## src/rtl/uart_tx_pkg.sv

```systemverilog
package uart_tx_pkg;

  typedef enum logic [2:0] {
    ST_IDLE,
    ST_START,
    ST_DATA,
    ST_PARITY,
    ST_STOP
  } tx_state_e;

  typedef struct packed {
    logic [1:0] len;
    logic [1:0] par;
    logic       two_stop;
  } frame_cfg_t;

  function automatic logic [7:0] len_mask(input logic [1:0] len);
    logic [7:0] m;
    for (int i = 0; i < 8; i++) m[i] = (i < 5 + int'(len));
    return m;
  endfunction

  function automatic logic parity_on(input logic [1:0] par);
    return par[0] ^ par[1];
  endfunction

  // even: bit makes total ones even; odd: inverted
  function automatic logic parity_bit(input logic [7:0] d, input logic [1:0] par);
    return par[1] ? ~(^d) : (^d);
  endfunction

endpackage

```

## src/rtl/uart_tx_fifo.sv

```systemverilog
module uart_tx_fifo #(
  parameter int DEPTH = 16,
  parameter int DW    = 8
) (
  input  logic          clk_i,
  input  logic          rst_ni,
  input  logic          wr_en_i,
  input  logic [DW-1:0] wr_data_i,
  input  logic          rd_en_i,
  output logic [DW-1:0] rd_data_o,
  output logic          full_o,
  output logic          empty_o
);
  localparam int AW = $clog2(DEPTH);
  localparam int CW = $clog2(DEPTH + 1);

  logic [DW-1:0] mem_q [DEPTH];
  logic [AW-1:0] wr_ptr_q, rd_ptr_q;
  logic [CW-1:0] count_q;
  logic          wr_ok, rd_ok;

  assign full_o    = (count_q == CW'(DEPTH));
  assign empty_o   = (count_q == '0);
  assign wr_ok     = wr_en_i && !full_o;
  assign rd_ok     = rd_en_i && !empty_o;
  assign rd_data_o = mem_q[rd_ptr_q];

  always_ff @(posedge clk_i) begin
    if (wr_ok) mem_q[wr_ptr_q] <= wr_data_i;
  end

  always_ff @(posedge clk_i or negedge rst_ni) begin
    if (!rst_ni) begin
      wr_ptr_q <= '0;
      rd_ptr_q <= '0;
      count_q  <= '0;
    end else begin
      if (wr_ok) wr_ptr_q <= (wr_ptr_q == AW'(DEPTH - 1)) ? '0 : wr_ptr_q + 1'b1;
      if (rd_ok) rd_ptr_q <= (rd_ptr_q == AW'(DEPTH - 1)) ? '0 : rd_ptr_q + 1'b1;
      case ({wr_ok, rd_ok})
        2'b10:   count_q <= count_q + 1'b1;
        2'b01:   count_q <= count_q - 1'b1;
        default: count_q <= count_q;
      endcase
    end
  end

  AST_NO_UNDERFLOW: assert property (@(posedge clk_i) disable iff (!rst_ni)
    rd_en_i |-> !empty_o);

  AST_FULL_DROP: assert property (@(posedge clk_i) disable iff (!rst_ni)
    (full_o && wr_en_i && !rd_en_i) |=> (full_o && $stable(wr_ptr_q)));

endmodule

```

## src/rtl/uart_tx_framer.sv

```systemverilog
module uart_tx_framer
  import uart_tx_pkg::*;
#(
  parameter int OSR = 16
) (
  input  logic       clk_i,
  input  logic       rst_ni,
  input  logic       baud_tick_i,
  input  frame_cfg_t cfg_i,
  input  logic       en_i,
  input  logic       avail_i,
  input  logic [7:0] data_i,
  output logic       pop_o,
  output logic       tx_o,
  output logic       active_o
);
  localparam int TW = $clog2(OSR);

  tx_state_e  state_q;
  frame_cfg_t cfg_q;
  logic [TW-1:0] tick_cnt_q;
  logic [2:0] bit_cnt_q;
  logic [7:0] shift_q;
  logic       par_q;
  logic       stop_cnt_q;
  logic       start, bit_done, last_data;
  logic       past_valid_q;

  assign start     = (state_q == ST_IDLE) && en_i && avail_i;
  assign pop_o     = start;
  assign bit_done  = baud_tick_i && (tick_cnt_q == TW'(OSR - 1));
  assign last_data = (bit_cnt_q == (3'(cfg_q.len) + 3'd4));
  assign active_o  = (state_q != ST_IDLE);

  always_comb begin
    case (state_q)
      ST_START:  tx_o = 1'b0;
      ST_DATA:   tx_o = shift_q[0];
      ST_PARITY: tx_o = par_q;
      default:   tx_o = 1'b1;
    endcase
  end

  always_ff @(posedge clk_i or negedge rst_ni) begin
    if (!rst_ni) begin
      state_q    <= ST_IDLE;
      cfg_q      <= '0;
      tick_cnt_q <= '0;
      bit_cnt_q  <= '0;
      shift_q    <= '0;
      par_q      <= 1'b0;
      stop_cnt_q <= 1'b0;
    end else if (state_q == ST_IDLE) begin
      if (start) begin
        state_q    <= ST_START;
        cfg_q      <= cfg_i;
        shift_q    <= data_i & len_mask(cfg_i.len);
        par_q      <= parity_bit(data_i & len_mask(cfg_i.len), cfg_i.par);
        tick_cnt_q <= '0;
        bit_cnt_q  <= '0;
        stop_cnt_q <= 1'b0;
      end
    end else begin
      if (baud_tick_i) tick_cnt_q <= bit_done ? '0 : tick_cnt_q + 1'b1;
      if (bit_done) begin
        case (state_q)
          ST_START: state_q <= ST_DATA;
          ST_DATA: begin
            shift_q   <= shift_q >> 1;
            bit_cnt_q <= bit_cnt_q + 1'b1;
            if (last_data) state_q <= parity_on(cfg_q.par) ? ST_PARITY : ST_STOP;
          end
          ST_PARITY: state_q <= ST_STOP;
          ST_STOP: begin
            if (stop_cnt_q || !cfg_q.two_stop) state_q <= ST_IDLE;
            else stop_cnt_q <= 1'b1;
          end
          default: state_q <= ST_IDLE;
        endcase
      end
    end
  end

  always_ff @(posedge clk_i or negedge rst_ni) begin
    if (!rst_ni) past_valid_q <= 1'b0;
    else         past_valid_q <= 1'b1;
  end

  AST_LINE_HOLD: assert property (@(posedge clk_i) disable iff (!rst_ni)
    (past_valid_q && !$stable(tx_o)) |-> ($past(baud_tick_i) || $past(state_q == ST_IDLE)));

  AST_START_GATED: assert property (@(posedge clk_i) disable iff (!rst_ni)
    (past_valid_q && state_q == ST_START && $past(state_q == ST_IDLE)) |-> $past(en_i));

  AST_DATA_RANGE: assert property (@(posedge clk_i) disable iff (!rst_ni)
    (state_q == ST_DATA) |-> (bit_cnt_q <= 3'(cfg_q.len) + 3'd4));

endmodule

```

## src/rtl/uart_tx_core.sv

```systemverilog
module uart_tx_core
  import uart_tx_pkg::*;
#(
  parameter int DEPTH = 16,
  parameter int OSR   = 16
) (
  input  logic       clk_i,
  input  logic       rst_ni,
  input  logic       wr_en_i,
  input  logic [7:0] wr_data_i,
  output logic       full_o,
  input  logic       baud_tick_i,
  input  logic [1:0] data_len_i,
  input  logic [1:0] parity_mode_i,
  input  logic       two_stop_i,
  input  logic       uart_en_i,
  input  logic       tx_en_i,
  output logic       tx_o,
  output logic       busy_o
);
  logic       en, empty, pop, active;
  logic [7:0] head;
  frame_cfg_t cfg;

  assign en  = uart_en_i && tx_en_i;
  assign cfg = '{len: data_len_i, par: parity_mode_i, two_stop: two_stop_i};

  uart_tx_fifo #(.DEPTH(DEPTH), .DW(8)) u_fifo (
    .clk_i     (clk_i),
    .rst_ni    (rst_ni),
    .wr_en_i   (wr_en_i),
    .wr_data_i (wr_data_i),
    .rd_en_i   (pop),
    .rd_data_o (head),
    .full_o    (full_o),
    .empty_o   (empty)
  );

  uart_tx_framer #(.OSR(OSR)) u_framer (
    .clk_i       (clk_i),
    .rst_ni      (rst_ni),
    .baud_tick_i (baud_tick_i),
    .cfg_i       (cfg),
    .en_i        (en),
    .avail_i     (!empty),
    .data_i      (head),
    .pop_o       (pop),
    .tx_o        (tx_o),
    .active_o    (active)
  );

  assign busy_o = active || (!empty && en);

  AST_IDLE_HIGH: assert property (@(posedge clk_i) disable iff (!rst_ni)
    !busy_o |-> tx_o);

  AST_LOW_MEANS_BUSY: assert property (@(posedge clk_i) disable iff (!rst_ni)
    !tx_o |-> busy_o);

endmodule

```

## config.mk

```make
export PLATFORM = sky130hd
export DESIGN_NAME = uart_tx_core
export DESIGN_NICKNAME = d
export VERILOG_FILES = /design/src/rtl/uart_tx_pkg.sv /design/src/rtl/uart_tx_fifo.sv /design/src/rtl/uart_tx_framer.sv /design/src/rtl/uart_tx_core.sv
export SDC_FILE = /design/constraint.sdc
export NUM_CORES = 1
export LEC_CHECK = 0
export ABC_AREA = 1
export BUFFER_PORTS_ARGS = -buffer_cell sky130_fd_sc_hd__buf_2
export CORE_ASPECT_RATIO = 0.75
export CORE_MARGIN = 10
export CORE_UTILIZATION = 62
export CTS_CLUSTER_DIAMETER = 120
export DETAILED_ROUTE_END_ITERATION = 7
export PLACE_DENSITY = 0.79
export SETUP_SLACK_MARGIN = 0.02
export SLEW_MARGIN = 10
export SYNTH_ARGS = -nofsm -noshare
export SYNTH_HDL_FRONTEND = slang
export SYNTH_HIERARCHICAL = 1
export SYNTH_SLANG_ARGS = --single-unit
```

## constraint.sdc

```tcl
create_clock -name clk_i -period 3 [get_ports clk_i]
set_clock_uncertainty 0.15 [all_clocks]
set_input_delay 0.45 -clock clk_i [delete_from_list [all_inputs] [get_ports clk_i]]
set_output_delay 0.45 -clock clk_i [all_outputs]
set_load 0.01 [all_outputs]
```

==> results.md, run 1 <==
* Status: finished with violations
* Failing checks: design-rule violations, negative hold slack
* Slew Limit Fails at 0
* Final setup fails at 0
* Mapped Area at 8070 sq um
* Full die area at 18,000 sq um
* YS warnings at 6
* CTS Hold Buffers Added at 0
* Worst-margin pin slew at 0.877 ns
* Crit share post-route at 90.5%
* Yosys cell types at 31
* H-tree Lvls at 4
* Clock slew at reported path FFs at 0.06 ns
* Finished Layout Cells at 1,113
* Sum Neg Setup Slack at 0 ns
* Initial core utilization at 64.4%
* Async S/R FF share, synth at 22.9%
* Chip height at 119 um
* Num CTS Buffers at 17
* Avg Synthesized Cell Area at 8.90 sq um
* CP required at 3.16 ns
* Post-synth EDFFs at 128
* Vias in the first global route at 5,554
* Kind of critical path: reg2reg
* Synth-to-Final Area Change at 11.0%
* PD cells at 976 nW/um^2
* Sequential-to-total area share from yosys stat at 59.4%
* CP Capture Type: register
* Worst skew pair latency at 0.42 ns
* DRT iter0 DRCs at 583
* Total Power at 8.74 mW
* Largest net degree at the start of global routing at 68
* Antenna Nets Post-Route at 0
* I/O Pins at 22
* Via density at 5.31
* Routability cong. at 0.832
* Row count at 35
* Number of post-CTS setup repair buffers at 0
* Inst Count DP at 1,081
* Top cell type's share of synthesized area at 47.7%
* First-pass GRT wire length at 28,200 um
* Max-capacitance violation count at 0
* Syn Nets at 937
* Drt drc at 2
* Critical path launch point type: register
* Initial antenna violation count at 0
* Period minus WS final at 2.72 ns
* List of most frequent post-synthesis cells: nand2_1, inv_1, edfxtp_1, nand3_1, dfrtp_1
* Final HPWL DP at 11,100 um
* Port Buf Inserts at 21
* Final hold vios at 10
* Fin nets at 965
* RSZ-0062 raised after global routing: no
* Root Buffer: clkbuf_16
* Clock sinks at 166
* Crit Path Max Fanout at 10
* DRT Wirelength at 17,100 um
* Count leader, synth: nand2_1
* Max VDD drop at 0.000637 V
* Synth area leader: edfxtp_1
* Diodes inserted at 0
* Top cells by area, synth: edfxtp_1, nand2_1, dfrtp_1
* Die Span X at 152 um
* Post_cts resized at 0
* Worst-case clock buffer depth at 2
* CTS tree: yes
* Leakage at 4.30 nW
* Syn Inst Count at 906
* Critical path arrival at 2.88 ns
* Via count at 5,907
* 1st-pass router iterations at 8
* Slew HR at 41.3%
* HP Class: in2async
* Hold slack at -0.00827 ns
* GRT Total Usage at 19.8%
* Fmax at 368 MHz
* Avg WL per Cell at 15.4 um
* Seq cells post-synth at 166
* Share of layout cells above drive strength 1 at 9.40%
* Core area at 12,500 sq um
* Post-synth top flop: edfxtp_1
* Overflow left after global routing at 0
## worst paths after layout
check	cells after the start	startpoint	slack [ns]	to
hold reg to reg	2	u_framer/shift_q[4]	0.34	u_framer/shift_q[4]
setup reg to reg	16	u_fifo/count_q[1]	0.28	u_fifo/count_q[4]
hold / removal	1	rst_ni	-0.008	u_framer/shift_q[6]
max in group asynchronous	1	rst_ni	2.11	u_fifo/rd_ptr_q[0]
min in group clk_i	3	two_stop_i	0.08	u_framer/cfg_q[0]
setup / recovery	16	u_fifo/count_q[1]	0.28	u_fifo/count_q[4]
## sequential cells by signal, summed over array words and instances, names as in the netlist
name,count
u_framer/cfg_q,5
u_framer/stop_cnt_q,1
u_fifo/count_q,5
u_framer/state_q,3
u_framer/tick_cnt_q,4
u_fifo/mem_q,128
u_framer/shift_q,8
u_framer/par_q,1
u_framer/bit_cnt_q,3
u_fifo/rd_ptr_q,4
u_fifo/wr_ptr_q,4
## report_power, final
part / total, mW / switching [mW] / internal [mW]
clock: 2.19 / 0.935 / 1.26
combinational: 3.46 / 2.37 / 1.09
sequential: 3.09 / 0.244 / 2.85
total: 8.74 / 3.55 / 5.19
## placed cells by master, fill, tap and decap left out, types with 2 or more instances in the layout
master,instances
nand2_1,335
ha_1,11
inv_2,12
nand2_2,2
buf_12,2
edfxtp_1,128
dfrtp_1,37
o21ai_0,19
nand4_1,6
nand3_2,2
inv_6,6
nand2_4,2
xnor2_1,6
buf_2,21
clkbuf_1,2
nor3_1,2
inv_1,157
nor2_1,31
a21oi_1,3
xor2_1,4
clkbuf_16,17
nor2_8,2
buf_4,12
bufinv_16,2
o21ai_1,7
inv_8,2
clkinv_4,2
nand3_1,105
## worst max-delay path: stages, from the launching register on
cell	delay, ns
dfrtp_1	0.43
nor2_1	0.17
nand4_1	0.12
inv_1	0.09
inv_2	0.04
nand2_1	0.15
nor2_8	0.09
nand2_1	0.18
inv_2	0.08
ha_1	0.28
fa_1	0.42
nand2_1	0.11
nand2_1	0.07
nand3_1	0.08
nand2_1	0.05
nand2_1	0.05
nand2_1	0.04
## logic make-up after synthesis
logic type / Yosys count / share of synthesized area [%]
buf+inv: 195 / 9.71
flops: 166 / 59.4
xor+xnor: 10 / 1.09
compound gates: 32 / 2.11
fa+ha+maj: 12 / 1.95
simple gates: 491 / 25.7
## layout make-up
class,count,area (sq um)
clock buffers,19,433
fillers,922,3570
well taps,166,208
inverters,169,634
clock inverters,13,160
multi-input cells,545,2490
repair buffers,35,235
flip-flops and latches,166,4800
## metrics by stage
stage	hold slack, ns	util (%)	area (sq um)	setup WS (ns)
4_1_cts	0.0149	71.5	8950	0.291
3_3_place_gp	0.313	66.8	8360	0.401
6_report	-0.00827	71.5	8950	0.285
5_1_grt	0.0522	71.5	8950	0.0343
3_5_place_dp	0.315	66.8	8360	0.307
2_1_floorplan	0.00441	-	8070	0.564
## per-layer routing
layer / GRT usage, % / wire length (um) / vias up
li1: - / - / 2911
met1: 26.5 / 7430 / 2721
met2: 30.7 / 7900 / 242
met3: 4.92 / 1430 / 33
met4: 6.90 / 325 / 0
met5: 0 / 0 / -
No activity file was read; power rests on OpenSTA's default activity.
==> run 2, diff against run 1 <==
--- a/config.mk
+++ b/config.mk
@@ -17,5 +17,4 @@
 export SLEW_MARGIN = 10
 export SYNTH_ARGS = -nofsm -noshare
 export SYNTH_HDL_FRONTEND = slang
-export SYNTH_HIERARCHICAL = 1
 export SYNTH_SLANG_ARGS = --single-unit
==> results.md, run 2 <==
* Synth area leader: edfxtp_1
* Max VDD drop at 0.000625 V (-1.8%)
* Worst-case clock buffer depth at 2 (unchanged)
* # fillers at 908 (-1.5%)
* HP Class: in2async
* Crit share post-route at 91.4% (+0.86 points)
* Final setup fails at 0 (unchanged)
* List of most frequent post-synthesis cells: nand2_1, edfxtp_1, nor2_1, inv_1, nand3_1
* Slew HR at 40.7% (-0.69 points)
* H-tree Lvls at 4 (unchanged)
* Chip height at 116 um (-2.2%)
* Commonest non-fill, non-tap cell in the layout: nand2_1
* Setup slack at placement at 0.298 ns (-0.00940 ns)
* Row count at 35 (unchanged)
* Hold slack at -0.00694 ns (+0.00133 ns)
* Final hold vios at 7 (-3)
* Inst Count DP at 950 (-12%)
* Status: finished with violations
* Top Registers: u_fifo.mem_q: 128 flops, u_framer.shift_q: 8 flops
* Initial antenna violation count at 0 (unchanged)
* Post-synth top flop: edfxtp_1
* Via count at 5,450 (-7.7%)
* Full die area at 17,200 sq um (-4.5%)
* Crit-path most repeated cell: nand2_1
* Top cells by area, synth: edfxtp_1, dfrtp_1, nand2_1
* Overflow left after global routing at 0 (unchanged)
* GR Util met3 at 4.53% (-0.39 points)
* Critical path arrival at 2.90 ns (+0.02 ns)
* GRT Total Usage at 19.9% (+0.12 points)
* Period minus WS final at 2.74 ns (+0.0257 ns)
* Num CTS Buffers at 17 (unchanged)
* Initial core utilization at 62.7% (-1.7 points)
* CTS Hold Buffers Added at 0 (unchanged)
* Met1 GRT Util at 25.8% (-0.69 points)
* Finished Layout Cells at 982 (-12%)
* Met2 GRT Util at 32.8% (+2.1 points)
* CP Capture Type: register
* Clock sinks at 166 (unchanged)
* First-pass GRT wire length at 26,700 um (-5.1%)
* Syn Nets at 812 (-13%)
* Async S/R FF share, synth at 22.9% (unchanged)
* Max-capacitance violation count at 0 (unchanged)
* Share of layout cells above drive strength 1 at 9.44% (+0.038 points)
* Slew Limit Fails at 0 (unchanged)
* Avg Synthesized Cell Area at 9.78 sq um (+9.8%)
* Seq cells post-synth at 166 (unchanged)
* Clock slew at reported path FFs at 0.07 ns (about the same)
* Vias in the first global route at 5,317 (-4.3%)
* Mapped Area at 7640 sq um (-5.3%)
* Antenna Nets Post-Route at 0 (unchanged)
* Syn Inst Count at 781 (-14%)
* RSZ-0062 raised after global routing: no
* Failing checks: negative hold slack
* Most frequent cells in the layout: nand2_1, edfxtp_1, nor2_1, inv_1, nand3_1
* Max reg flops at 128 (unchanged)
* I/O Pins at 22 (unchanged)
* CP delay by family, top: simple AND/OR/NAND/NOR gates
* CTS tree: yes
* Drt drc at 0 (-2)
* Largest net degree at the start of global routing at 39 (-43%)
* CP required at 3.16 ns (about the same)
* Critical path launch point type: register
* Sum Neg Setup Slack at 0 ns (unchanged)
* Count leader, synth: nand2_1
* Slowest stage delay, CP at 0.43 ns (about the same)
* Post_cts resized at 0 (unchanged)
* Top cell type's share of synthesized area at 50.3% (+2.7 points)
* DRT Wirelength at 16,600 um (-2.6%)
* YS warnings at 0 (-6)
* Synth-to-Final Area Change at 10.2%
* Die Span X at 148 um (-2.3%)
* Root Buffer: clkbuf_16
* Kind of critical path: reg2reg
* Core area at 12,200 sq um (-2.8%)
* CP bufs+invs at 0 (-3)
* Gr busiest metal: met2
* Port Buf Inserts at 21 (unchanged)
* Final HPWL DP at 10,700 um (-3.9%)
* DRT iter0 DRCs at 654 (+12%)
* Post-synth EDFFs at 128 (unchanged)
* Crit Path Max Fanout at 4 (-6)
* Crit path cell chain: nor4_2 > nand2_1 > nand3_1 > nor3_2 > ha_1 > ha_1 > nand2_1 > nor2_1 > a211oi_1 > nand2_1 > nand2_1 > nor2_1 > xor2_1
* Number of post-CTS setup repair buffers at 0 (unchanged)
* Worst skew pair latency at 0.43 ns (about the same)
* Layout Utilization at 69.1% (-2.4 points)
* Avg WL per Cell at 16.9 um (+10%)
* Fmax at 365 MHz (-0.94%)
* 1st-pass router iterations at 5 (-3)
* Sequential-to-total area share from yosys stat at 62.8% (+3.3 points)
* Diodes inserted at 0 (unchanged)
* Total Power at 8.66 mW (-0.86%)
* Register name with the most flops: u_fifo.mem_q
* Slowest-stage cell, CP: dfrtp_1
* Routability cong. at 0.912 (+9.6%)
* PD cells at 1030 nW/um^2 (+5.5%)
* Yosys cell types at 36 (+16%)
* Worst-margin pin slew at 0.890 ns (+0.0136 ns)
* Fin nets at 834 (-14%)
* Leakage at 3.63 nW (-16%)
* Post-route setup slack at 0.259 ns (-0.0257 ns)
* Via density at 5.55 (+4.6%)
-- run 2: changes by cell type after synthesis, sizes merged, moves of 3 or more --
cell,before,now
nand2,339,214
inv,169,94
nor2,35,107
nand3,107,65
o21ai,27,50
a21oi,3,16
o22ai,0,8
nand4,6,2
clkbuf,5,2
clkinv,0,3
xnor2,6,3
-- run 2: area by class of cell --
class	instances	area, sq um	area share [%]
Clock buffer	18	439	5.22
Inverter	97	367	4.36
Clock inverter	14	173	2.05
Multi-Input combinational cell	493	2260	26.9
Sequential cell	166	4800	57.0
Tap cell	166	208	2.47
Timing Repair Buffer	28	170	2.02
-- run 2: layer usage --
metal	up-vias	wire (um)	share of wire (%)
met5	-	0	0
li1	2606	-	-
met1	2580	7070	42
met2	241	7960	48
met4	0	212	1.3
met3	23	1400	8.4
-- run 2: path summary, 6_finish.rpt --
check                                  startpoint            endpoint  slack, ns  cells past startpoint
worst min-delay path                       rst_ni   u_framer.cfg_q[0]     -0.007                      1
min in group clk_i                     two_stop_i   u_framer.cfg_q[0]       0.07                      3
worst max-delay path            u_fifo.count_q[1]   u_fifo.count_q[4]       0.26                     13
worst max register to register  u_fifo.count_q[1]   u_fifo.count_q[4]       0.26                     13
worst min register to register  u_fifo.count_q[4]   u_fifo.count_q[4]       0.32                      1
max in group asynchronous                  rst_ni  u_fifo.rd_ptr_q[0]       2.08                      1
-- run 2: cells by family after synthesis --
group	after synthesis	synth area share (%)
XOR/XNOR	7	0.803
AO/OA/AOI/OAI	80	5.74
adder cells (fa/ha/maj)	12	2.06
buffers and inverters	122	7.57
AND/OR/NAND/NOR	394	21.0
flip-flops	166	62.8
-- run 2: power by group --
group	leakage (nW)	switching [mW]	internal [mW]	total (mW)
clock	0.297	0.911	1.34	2.25
sequential	1.62	0.285	2.89	3.17
combinational	1.71	2.22	1.02	3.24
total	3.63	3.42	5.25	8.66
-- run 2: stage by stage --
stage          cell area (sq um)  hold WS (ns)
2_1_floorplan               7640       0.00441
3_3_place_gp                7800         0.305
3_5_place_dp                7800         0.309
4_1_cts                     8420        0.0357
5_1_grt                     8420        0.0709
6_report                    8420      -0.00694
